<file path="src/rtl/csmon_pkg.sv">
package csmon_pkg;
  typedef enum logic [1:0] {
    PERM_RW   = 2'b00,
    PERM_RO   = 2'b01,
    PERM_WO   = 2'b10,
    PERM_RW_A = 2'b11
  } perm_e;

  localparam int DATA_W      = 32;
  localparam int STAT_WO_BIT = 29;  // MSB-0 bit 2
  localparam int STAT_RO_BIT = 28;  // MSB-0 bit 3
  localparam int STAT_CS_LSB = 24;  // MSB-0 bits 5..7
  localparam int CTRL_ME_BIT = 0;
  localparam int CTRL_BE_BIT = 1;
endpackage

</file>
<file path="src/rtl/cs_access_gate.sv">
module cs_access_gate
  import csmon_pkg::*;
#(
  parameter int NUM_CS = 8,
  parameter int CS_W   = $clog2(NUM_CS)
) (
  input  logic [2*NUM_CS-1:0] region_mode,
  input  logic                acc_valid,
  input  logic [CS_W-1:0]     acc_cs,
  input  logic                acc_write,
  input  logic                master_en,
  input  logic                boot_en,
  output logic                acc_ready,
  output logic                wo_viol,
  output logic                ro_viol
);
  logic [NUM_CS-1:0] region_open;
  logic [NUM_CS-1:0] rd_forbidden;
  logic [NUM_CS-1:0] wr_forbidden;

  for (genvar g = 0; g < NUM_CS; g++) begin : g_region
    perm_e mode;
    assign mode = perm_e'(region_mode[2*g +: 2]);
    if (g == 0) begin : g_boot
      assign region_open[g] = boot_en;
    end else begin : g_plain
      assign region_open[g] = master_en;
    end
    assign rd_forbidden[g] = (mode == PERM_WO);
    assign wr_forbidden[g] = (mode == PERM_RO);
  end

  logic open_sel, rd_bad, wr_bad;
  always_comb begin
    open_sel = 1'b0;
    rd_bad   = 1'b0;
    wr_bad   = 1'b0;
    for (int i = 0; i < NUM_CS; i++) begin
      if (acc_cs == CS_W'(i)) begin
        open_sel = region_open[i];
        rd_bad   = rd_forbidden[i];
        wr_bad   = wr_forbidden[i];
      end
    end
  end

  logic fire;
  assign acc_ready = open_sel;
  assign fire      = acc_valid & open_sel;
  assign wo_viol   = fire & ~acc_write & rd_bad;
  assign ro_viol   = fire &  acc_write & wr_bad;
endmodule

</file>
<file path="src/rtl/cs_err_status.sv">
module cs_err_status #(
  parameter int CS_W = 3
) (
  input  logic            clk,
  input  logic            rst_n,
  input  logic            wo_set,
  input  logic            ro_set,
  input  logic [CS_W-1:0] viol_cs,
  input  logic            wo_clr,
  input  logic            ro_clr,
  output logic            wo_q,
  output logic            ro_q,
  output logic [CS_W-1:0] cs_q
);
  logic capture;
  assign capture = (wo_set | ro_set) & ~wo_q & ~ro_q;

  always_ff @(posedge clk or negedge rst_n) begin
    if (!rst_n) begin
      wo_q <= 1'b0;
      ro_q <= 1'b0;
      cs_q <= '0;
    end else begin
      wo_q <= wo_set | (wo_q & ~wo_clr);
      ro_q <= ro_set | (ro_q & ~ro_clr);
      if (capture) cs_q <= viol_cs;
    end
  end
endmodule

</file>
<file path="src/rtl/cs_ctrl_regs.sv">
module cs_ctrl_regs
  import csmon_pkg::*;
#(
  parameter int AW   = 4,
  parameter int CS_W = 3
) (
  input  logic              clk,
  input  logic              rst_n,
  input  logic [AW-1:0]     reg_addr,
  input  logic              reg_wr,
  input  logic [DATA_W-1:0] reg_wdata,
  input  logic              wo_q,
  input  logic              ro_q,
  input  logic [CS_W-1:0]   cs_q,
  output logic [DATA_W-1:0] reg_rdata,
  output logic              master_en,
  output logic              boot_en,
  output logic              wo_clr,
  output logic              ro_clr
);
  localparam logic [AW-1:0] ADDR_CTRL = AW'(0);
  localparam logic [AW-1:0] ADDR_STAT = AW'(1);

  logic ctrl_we, stat_we;
  assign ctrl_we = reg_wr & (reg_addr == ADDR_CTRL);
  assign stat_we = reg_wr & (reg_addr == ADDR_STAT);
  assign wo_clr  = stat_we & reg_wdata[STAT_WO_BIT];
  assign ro_clr  = stat_we & reg_wdata[STAT_RO_BIT];

  logic unused_wdata;
  assign unused_wdata = ^reg_wdata;

  always_ff @(posedge clk or negedge rst_n) begin
    if (!rst_n) begin
      master_en <= 1'b0;
      boot_en   <= 1'b1;
    end else if (ctrl_we) begin
      master_en <= reg_wdata[CTRL_ME_BIT];
      boot_en   <= reg_wdata[CTRL_BE_BIT];
    end
  end

  always_comb begin
    reg_rdata = '0;
    if (reg_addr == ADDR_CTRL) begin
      reg_rdata[CTRL_ME_BIT] = master_en;
      reg_rdata[CTRL_BE_BIT] = boot_en;
    end else if (reg_addr == ADDR_STAT) begin
      reg_rdata[STAT_WO_BIT] = wo_q;
      reg_rdata[STAT_RO_BIT] = ro_q;
      reg_rdata[STAT_CS_LSB +: CS_W] = cs_q;
    end
  end
endmodule

</file>
<file path="src/rtl/cs_perm_monitor.sv">
module cs_perm_monitor
  import csmon_pkg::*;
#(
  parameter int NUM_CS = 8,
  parameter int AW     = 4,
  localparam int CS_W  = $clog2(NUM_CS)
) (
  input  logic                clk,
  input  logic                rst_n,
  input  logic [2*NUM_CS-1:0] region_mode,
  input  logic                acc_valid,
  output logic                acc_ready,
  input  logic [CS_W-1:0]     acc_cs,
  input  logic                acc_write,
  input  logic [AW-1:0]       reg_addr,
  input  logic                reg_wr,
  input  logic [DATA_W-1:0]   reg_wdata,
  output logic [DATA_W-1:0]   reg_rdata
);
  logic master_en, boot_en, wo_viol, ro_viol;
  logic wo_clr, ro_clr, wo_q, ro_q;
  logic [CS_W-1:0] cs_q;

  cs_access_gate #(.NUM_CS(NUM_CS), .CS_W(CS_W)) gate_i (
    .region_mode(region_mode), .acc_valid(acc_valid), .acc_cs(acc_cs),
    .acc_write(acc_write), .master_en(master_en), .boot_en(boot_en),
    .acc_ready(acc_ready), .wo_viol(wo_viol), .ro_viol(ro_viol)
  );

  cs_err_status #(.CS_W(CS_W)) stat_i (
    .clk(clk), .rst_n(rst_n), .wo_set(wo_viol), .ro_set(ro_viol),
    .viol_cs(acc_cs), .wo_clr(wo_clr), .ro_clr(ro_clr),
    .wo_q(wo_q), .ro_q(ro_q), .cs_q(cs_q)
  );

  cs_ctrl_regs #(.AW(AW), .CS_W(CS_W)) regs_i (
    .clk(clk), .rst_n(rst_n), .reg_addr(reg_addr), .reg_wr(reg_wr),
    .reg_wdata(reg_wdata), .wo_q(wo_q), .ro_q(ro_q), .cs_q(cs_q),
    .reg_rdata(reg_rdata), .master_en(master_en), .boot_en(boot_en),
    .wo_clr(wo_clr), .ro_clr(ro_clr)
  );

  AST_OFF_BLOCKS: assert property (@(posedge clk) disable iff (!rst_n)
    (!master_en && acc_cs != '0) |-> !acc_ready);
  AST_BOOT_OWN_EN: assert property (@(posedge clk) disable iff (!rst_n)
    (acc_cs == '0) |-> (acc_ready == boot_en));
  AST_WO_LATCH: assert property (@(posedge clk) disable iff (!rst_n)
    wo_viol |=> wo_q);
  AST_RO_LATCH: assert property (@(posedge clk) disable iff (!rst_n)
    ro_viol |=> ro_q);
  AST_WO_STICKY: assert property (@(posedge clk) disable iff (!rst_n)
    (wo_q && !wo_clr) |=> wo_q);
  AST_RO_STICKY: assert property (@(posedge clk) disable iff (!rst_n)
    (ro_q && !ro_clr) |=> ro_q);
  AST_CS_FROZEN: assert property (@(posedge clk) disable iff (!rst_n)
    (wo_q || ro_q) |=> $stable(cs_q));
endmodule

</file>
<file path="config.mk">
export PLATFORM = sky130hd
export DESIGN_NAME = cs_perm_monitor
export DESIGN_NICKNAME = d
export VERILOG_FILES = /design/src/rtl/csmon_pkg.sv /design/src/rtl/cs_access_gate.sv /design/src/rtl/cs_err_status.sv /design/src/rtl/cs_ctrl_regs.sv /design/src/rtl/cs_perm_monitor.sv
export SDC_FILE = /design/constraint.sdc
export NUM_CORES = 1
export LEC_CHECK = 0
export BUFFER_PORTS_ARGS = -buffer_cell sky130_fd_sc_hd__buf_2
export CELL_PAD_IN_SITES_DETAIL_PLACEMENT = 1
export CELL_PAD_IN_SITES_GLOBAL_PLACEMENT = 2
export CORE_MARGIN = 4
export CORE_UTILIZATION = 15
export DETAILED_ROUTE_END_ITERATION = 8
export PLACE_DENSITY = 0.84
export SLEW_MARGIN = 10
export SYNTH_ARGS = -nofsm -noshare
export SYNTH_HDL_FRONTEND = slang
export SYNTH_SLANG_ARGS = --single-unit
</file>
<file path="constraint.sdc">
create_clock -name clk -period 1.99 [get_ports clk]
set_input_delay 0.199 -clock clk [delete_from_list [all_inputs] [get_ports clk]]
set_output_delay 0.199 -clock clk [all_outputs]
set_load 0.02 [all_outputs]
</file>
# Yosys cells after proc, flatten, opt, wreduce, memory -nomap -nowiden

Index checks and enable logic that the tools add are counted.

Eq/ne operators: 24
Multiplexer cells: 29
Bitwise logic cells: 21
Reduce and logical (&&, ||, !) cells: 2

Operator list:

| kind               | count |
|---|---|
| $mux 1             | 24 |
| $eq 2x1->1 const B | 8 |
| $eq 2x2->1 const B | 8 |
| $and 1x1->1        | 13 |
| $eq 3x3->1 const B | 4 |
| $eq 3x2->1 const B | 2 |
| $mux 2             | 3 |
| $mux 3             | 2 |
| $not 1->1          | 5 |
| $eq 4x1->1 const B | 1 |
| $logic_not 4->1    | 1 |
| $eq 3x1->1 const B | 1 |
| $logic_not 3->1    | 1 |
| $or 1x1->1         | 3 |

Bits in registers: 7
Input bits: 60

# Longest topological paths before layout

Depth after elaboration: 15
Gate-level depth with buffers: 7
Depth with buffers taken out: 5

# Cells and area by module

From an unflattened synthesis, not the netlist that was laid out.

Cell total of the unflattened synthesis: 99
Area total of the unflattened synthesis: 889.6 µm²

By module, submodules not included:

| module         | instances | cells each | area each (µm²) | seq. area each (µm²) |
|---|---|---|---|---|
| cs_ctrl_regs   | 1         | 42         | 352.8           | 51.3 |
| cs_access_gate | 1         | 43         | 327.8           | 0.0 |
| cs_err_status  | 1         | 14         | 209.0           | 125.1 |

# Worst setup path after synthesis

Ideal clock, no wire load.

Path kind: in2reg
From: input acc_cs[0]
To: register stat_i.cs_q[0]
Library setup time: 128 ps
Arrival: 1541 ps
Required time: 1862 ps
Path slack: 321 ps
Stages on the path: 6
Buffers on the path: 1
Cells stage by stage: buf_6 nor3_1 mux2i_1 nand3_1 o22ai_2 mux2_1

Word-level cells in the longest chain between the ends: 15
Elaborated cells between the ends (all ways): 40
Classes of those cells: 7 x eq/ne; 24 x mux; 8 x bitwise; 1 x reduce/logical

RTL lines:

| what                                                | line                                       | RTL |
|---|---|---|
| from (decl)                                         | cs_perm_monitor.sv:13                      | `input logic [CS_W-1:0] acc_cs,` |
| $logic_not 3->1                                     | cs_access_gate.sv:39                       | `if (acc_cs == CS_W'(i)) begin` |
| $mux 1 (8 in series)                                | cs_access_gate.sv:39                       |  |
| $and 1x1->1                                         | cs_access_gate.sv:49                       | `assign fire = acc_valid & open_sel;` |
| $and 1x1->1, on equally long branches (2 in series) | cs_access_gate.sv:50, cs_access_gate.sv:51 |  |
| $or 1x1->1                                          | cs_err_status.sv:16                        | `assign capture = (wo_set \| ro_set) & ~wo_q & ~ro_q;` |
| $and 1x1->1 (2 in series)                           | cs_err_status.sv:16                        |  |
| to (signal assigned)                                | cs_err_status.sv:26                        | `if (capture) cs_q <= viol_cs;` |
| to (decl)                                           | cs_err_status.sv:13                        | `output logic [CS_W-1:0] cs_q` |

Parallel ways exist; a longest one is shown, timed or not.
A chain may end at the register's enable or synchronous reset.

# Worst setup path after layout

From: register regs_i.boot_en
To: register stat_i.cs_q[0]

Word-level cells in the longest chain between the ends: 14
Elaborated cells between the ends (all ways): 16
Classes of those cells: 8 x mux; 8 x bitwise

RTL lines:

| what                                                | line                                       | RTL |
|---|---|---|
| from (decl)                                         | cs_ctrl_regs.sv:17                         | `output logic boot_en,` |
| from (signal assigned)                              | cs_ctrl_regs.sv:39                         | `boot_en <= reg_wdata[CTRL_BE_BIT];` |
| $mux 1 (*) (8 in series)                            | cs_access_gate.sv:39                       |  |
| $and 1x1->1 (*)                                     | cs_access_gate.sv:49                       |  |
| $and 1x1->1, on equally long branches (2 in series) | cs_access_gate.sv:50, cs_access_gate.sv:51 |  |
| $or 1x1->1 (*)                                      | cs_err_status.sv:16                        |  |
| $and 1x1->1 (*) (2 in series)                       | cs_err_status.sv:16                        |  |

Every way passes the cells marked *; elsewhere a longest branch is shown, timed or not.

==> run summary <==
drt total wl - 2230 um
routed len/inst - 10.5 um
Placer Congestion - 0.694
CP Max Fanout - 4
number of global-route vias before repair - 766
Leakage - 0.530 nW
Final setup viols - 0
layout cells sized above 1 - 34.3%
Nets - 204
# rows - 26
switching share of power - 34.5%
Synth Area in XOR/XNOR - 0%
IO Count - 93
synth unique cells - 29
largest family of logic cells by synthesized area - simple AND/OR/NAND/NOR gates
commonest non-fill, non-tap cells in the layout - buf_2, conb_1, nand2_1
synthesized cell area - 801 sq um
critical path class - reg2reg
WP data required - 2.09 ns
asr flop ratio synth - 100%
n_diodes - 0
largest net degree at the start of global routing - 15
H-tree depth - 1
final hold violations - 0
Hold Path Class - in2reg
DRC viols - 0
Flop pwr share - 36.5%
post-layout util - 20.7%
adder-cell area share of the yosys netlist - 0%
initial antenna violation count - 0
synthesized instance count - 97
Die Span Y - 81.1 um
CTS Root Cell - clkbuf_8
RSZ-0062 raised after global routing - no
vias per cell - 3.63
post-synthesis mux area share - 9.69%
final non-filler cell total - 213
top_reg_cell synth - dfrtp_1
die width - 81.1 um
fillers - 660
crit path DAT - 1.82 ns
initial detailed-routing violation count - 12
clk buf depth - 2
Clk pin slew, worst setup/hold paths - 0.04 ns
max incr delay on CP - 0.54 ns
area grow syn2layout - 32.7%
first-pass GRT wire length - 3340 um
routed vias - 774
Setup WS post-layout - 0.275 ns
status - finished clean
mean area per synthesized cell - 8.26 sq um
setup bufs post-CTS - 0
VDD IR max - 158 uV
number of synthesized flops with an enable pin - 0
fmax - 583 MHz
IO buf count - 39
Clock power frac - 29.7%
Compound-Gate Fraction of Synth Area - 11.7%
crit share post-route - 86.2%
area fraction of the dominant cell type after synthesis - 23.4%
initial core utilization - 15.6%
CTS tree - done
placed cells - 208
family with the most delay on the worst path - multiplexers
Worst Setup Start Kind - flip-flop
dpl hpwl - 1990 um
post_cts resized - 0
setup_tns - 0 ns
Worst-Skew Late Latency - 0.23 ns
hold_buf cts - 1
combinational fraction of design power - 33.8%
Setup Skew - 0.00363 ns
slowest CP cell - dfstp_2
crit-path cells - nand2_1, mux2i_1, nand3_1, o22ai_2, mux2_1
Num CTS Buffers - 3
Internal Power - 431 uW
gr ovfl total - 0
Crit. End Element - flip-flop
minimum clock period - 1.71 ns
Slew Viols, Final - 0
Synth warnings - 0
DR pass1 iterations - 4
simple-gate share of the synthesized area - 29.2%
most common cell after layout, fill and taps aside - buf_2
MaxCap Viol Count - 0
Sw Pwr - 226 uW
top cells by area, synth - buf_4, dfrtp_1, mux2_1
post-route ant nets - 0
GRT Resource Usage Total - 6.67%
Sink Count - 7
Die ar. - 0.00657 sq mm
sequential share of the synthesized area - 22.0%
setup slack at placement - 0.0542 ns
post-synth top area cell - buf_4
CP bufs+invs - 0
register bit total from synthesis - 7
core box area - 0.00514 sq mm
pwr dens - 619 mW/mm^2
==> path summary, 6_finish.rpt <==
| kind | depth (start not counted) | startpoint | endpoint | slack [ns] |
|---|---|---|---|---|
| worst min-delay path | 2 | reg_wdata[0] | regs_i.master_en$_DFFE_PN0P_ | 0.20 |
| worst max register to register | 5 | regs_i.boot_en$_DFFE_PN1P_ | stat_i.cs_q[0]$_DFFE_PN0P_ | 0.28 |
| min in group asynchronous | 2 | rst_n | stat_i.cs_q[2]$_DFFE_PN0P_ | 0.35 |
| max in group asynchronous | 2 | rst_n | regs_i.boot_en$_DFFE_PN1P_ | 1.41 |
| worst min register to register | 1 | stat_i.cs_q[2]$_DFFE_PN0P_ | stat_i.cs_q[2]$_DFFE_PN0P_ | 0.48 |
| worst max-delay path | 5 | regs_i.boot_en$_DFFE_PN1P_ | stat_i.cs_q[0]$_DFFE_PN0P_ | 0.28 |
==> through the flow <==
stage / total power, mW / instance area [sq um] / hold WS, ns
after floorplan: 0.411 / 891 / -0.0966
after global placement: 0.454 / 1010 / 0.0325
after detailed placement: 0.466 / 1010 / 0.0348
after CTS: 0.669 / 1060 / 0.196
after global routing: 0.708 / 1060 / 0.200
final: 0.657 / 1060 / 0.197
==> synthesized netlist by cell type (all sizes together), types with 2 or more instances <==
| master | count |
|---|---|
| mux2 | 6 |
| nand3b | 4 |
| and2 | 7 |
| nor2b | 2 |
| o21ai | 3 |
| nand2 | 11 |
| nand3 | 5 |
| dfrtp | 6 |
| o311ai | 3 |
| nor2 | 2 |
| or3b | 3 |
| inv | 3 |
| o211ai | 3 |
| buf | 27 |
==> registers in the layout (all words and copies together) (netlist names) <==
register / cells
stat_i.cs_q: 3
regs_i.boot_en: 1
regs_i.master_en: 1
stat_i.ro_q: 1
stat_i.wo_q: 1
==> per-layer routing <==
metal | track usage [%] | vias to the layer above | wire (um)
li1 | - | 382 | -
met1 | 7.85 | 345 | 982
met2 | 11.0 | 43 | 981
met3 | 2.11 | 4 | 232
met4 | 3.04 | 0 | 31
met5 | 0 | - | 0
==> power groups by stage <==
stage | clock network (mW) | logic, mW | registers, mW
final | 0.195 | 0.222 | 0.240
after global routing | 0.207 | 0.252 | 0.249
after CTS | 0.202 | 0.226 | 0.241
after detailed placement | 0 | 0.224 | 0.242
after global placement | 0 | 0.218 | 0.236
after floorplan | 0 | 0.185 | 0.226
==> area by class of cell <==
type                    instances  area, sq um  area share, %
multi-input cells              84          499           47.0
repair buffers                 45          243           22.9
flip-flops and latches          7          176           16.6
well taps                      70         87.6           8.24
clock buffers                   4         45.0           4.24
inverters                       3         11.3           1.06
==> cell families (layout without fill, tap and decap cells) <==
logic type / count (synthesis) / in the layout
buffers and inverters: 30 / 52
multiplexers: 7 / 7
other: 1 / 25
flip-flops: 7 / 7
AND/OR/NAND/NOR: 40 / 40
AO/OA/AOI/OAI: 12 / 12
(Power assumes the default switching activity.)
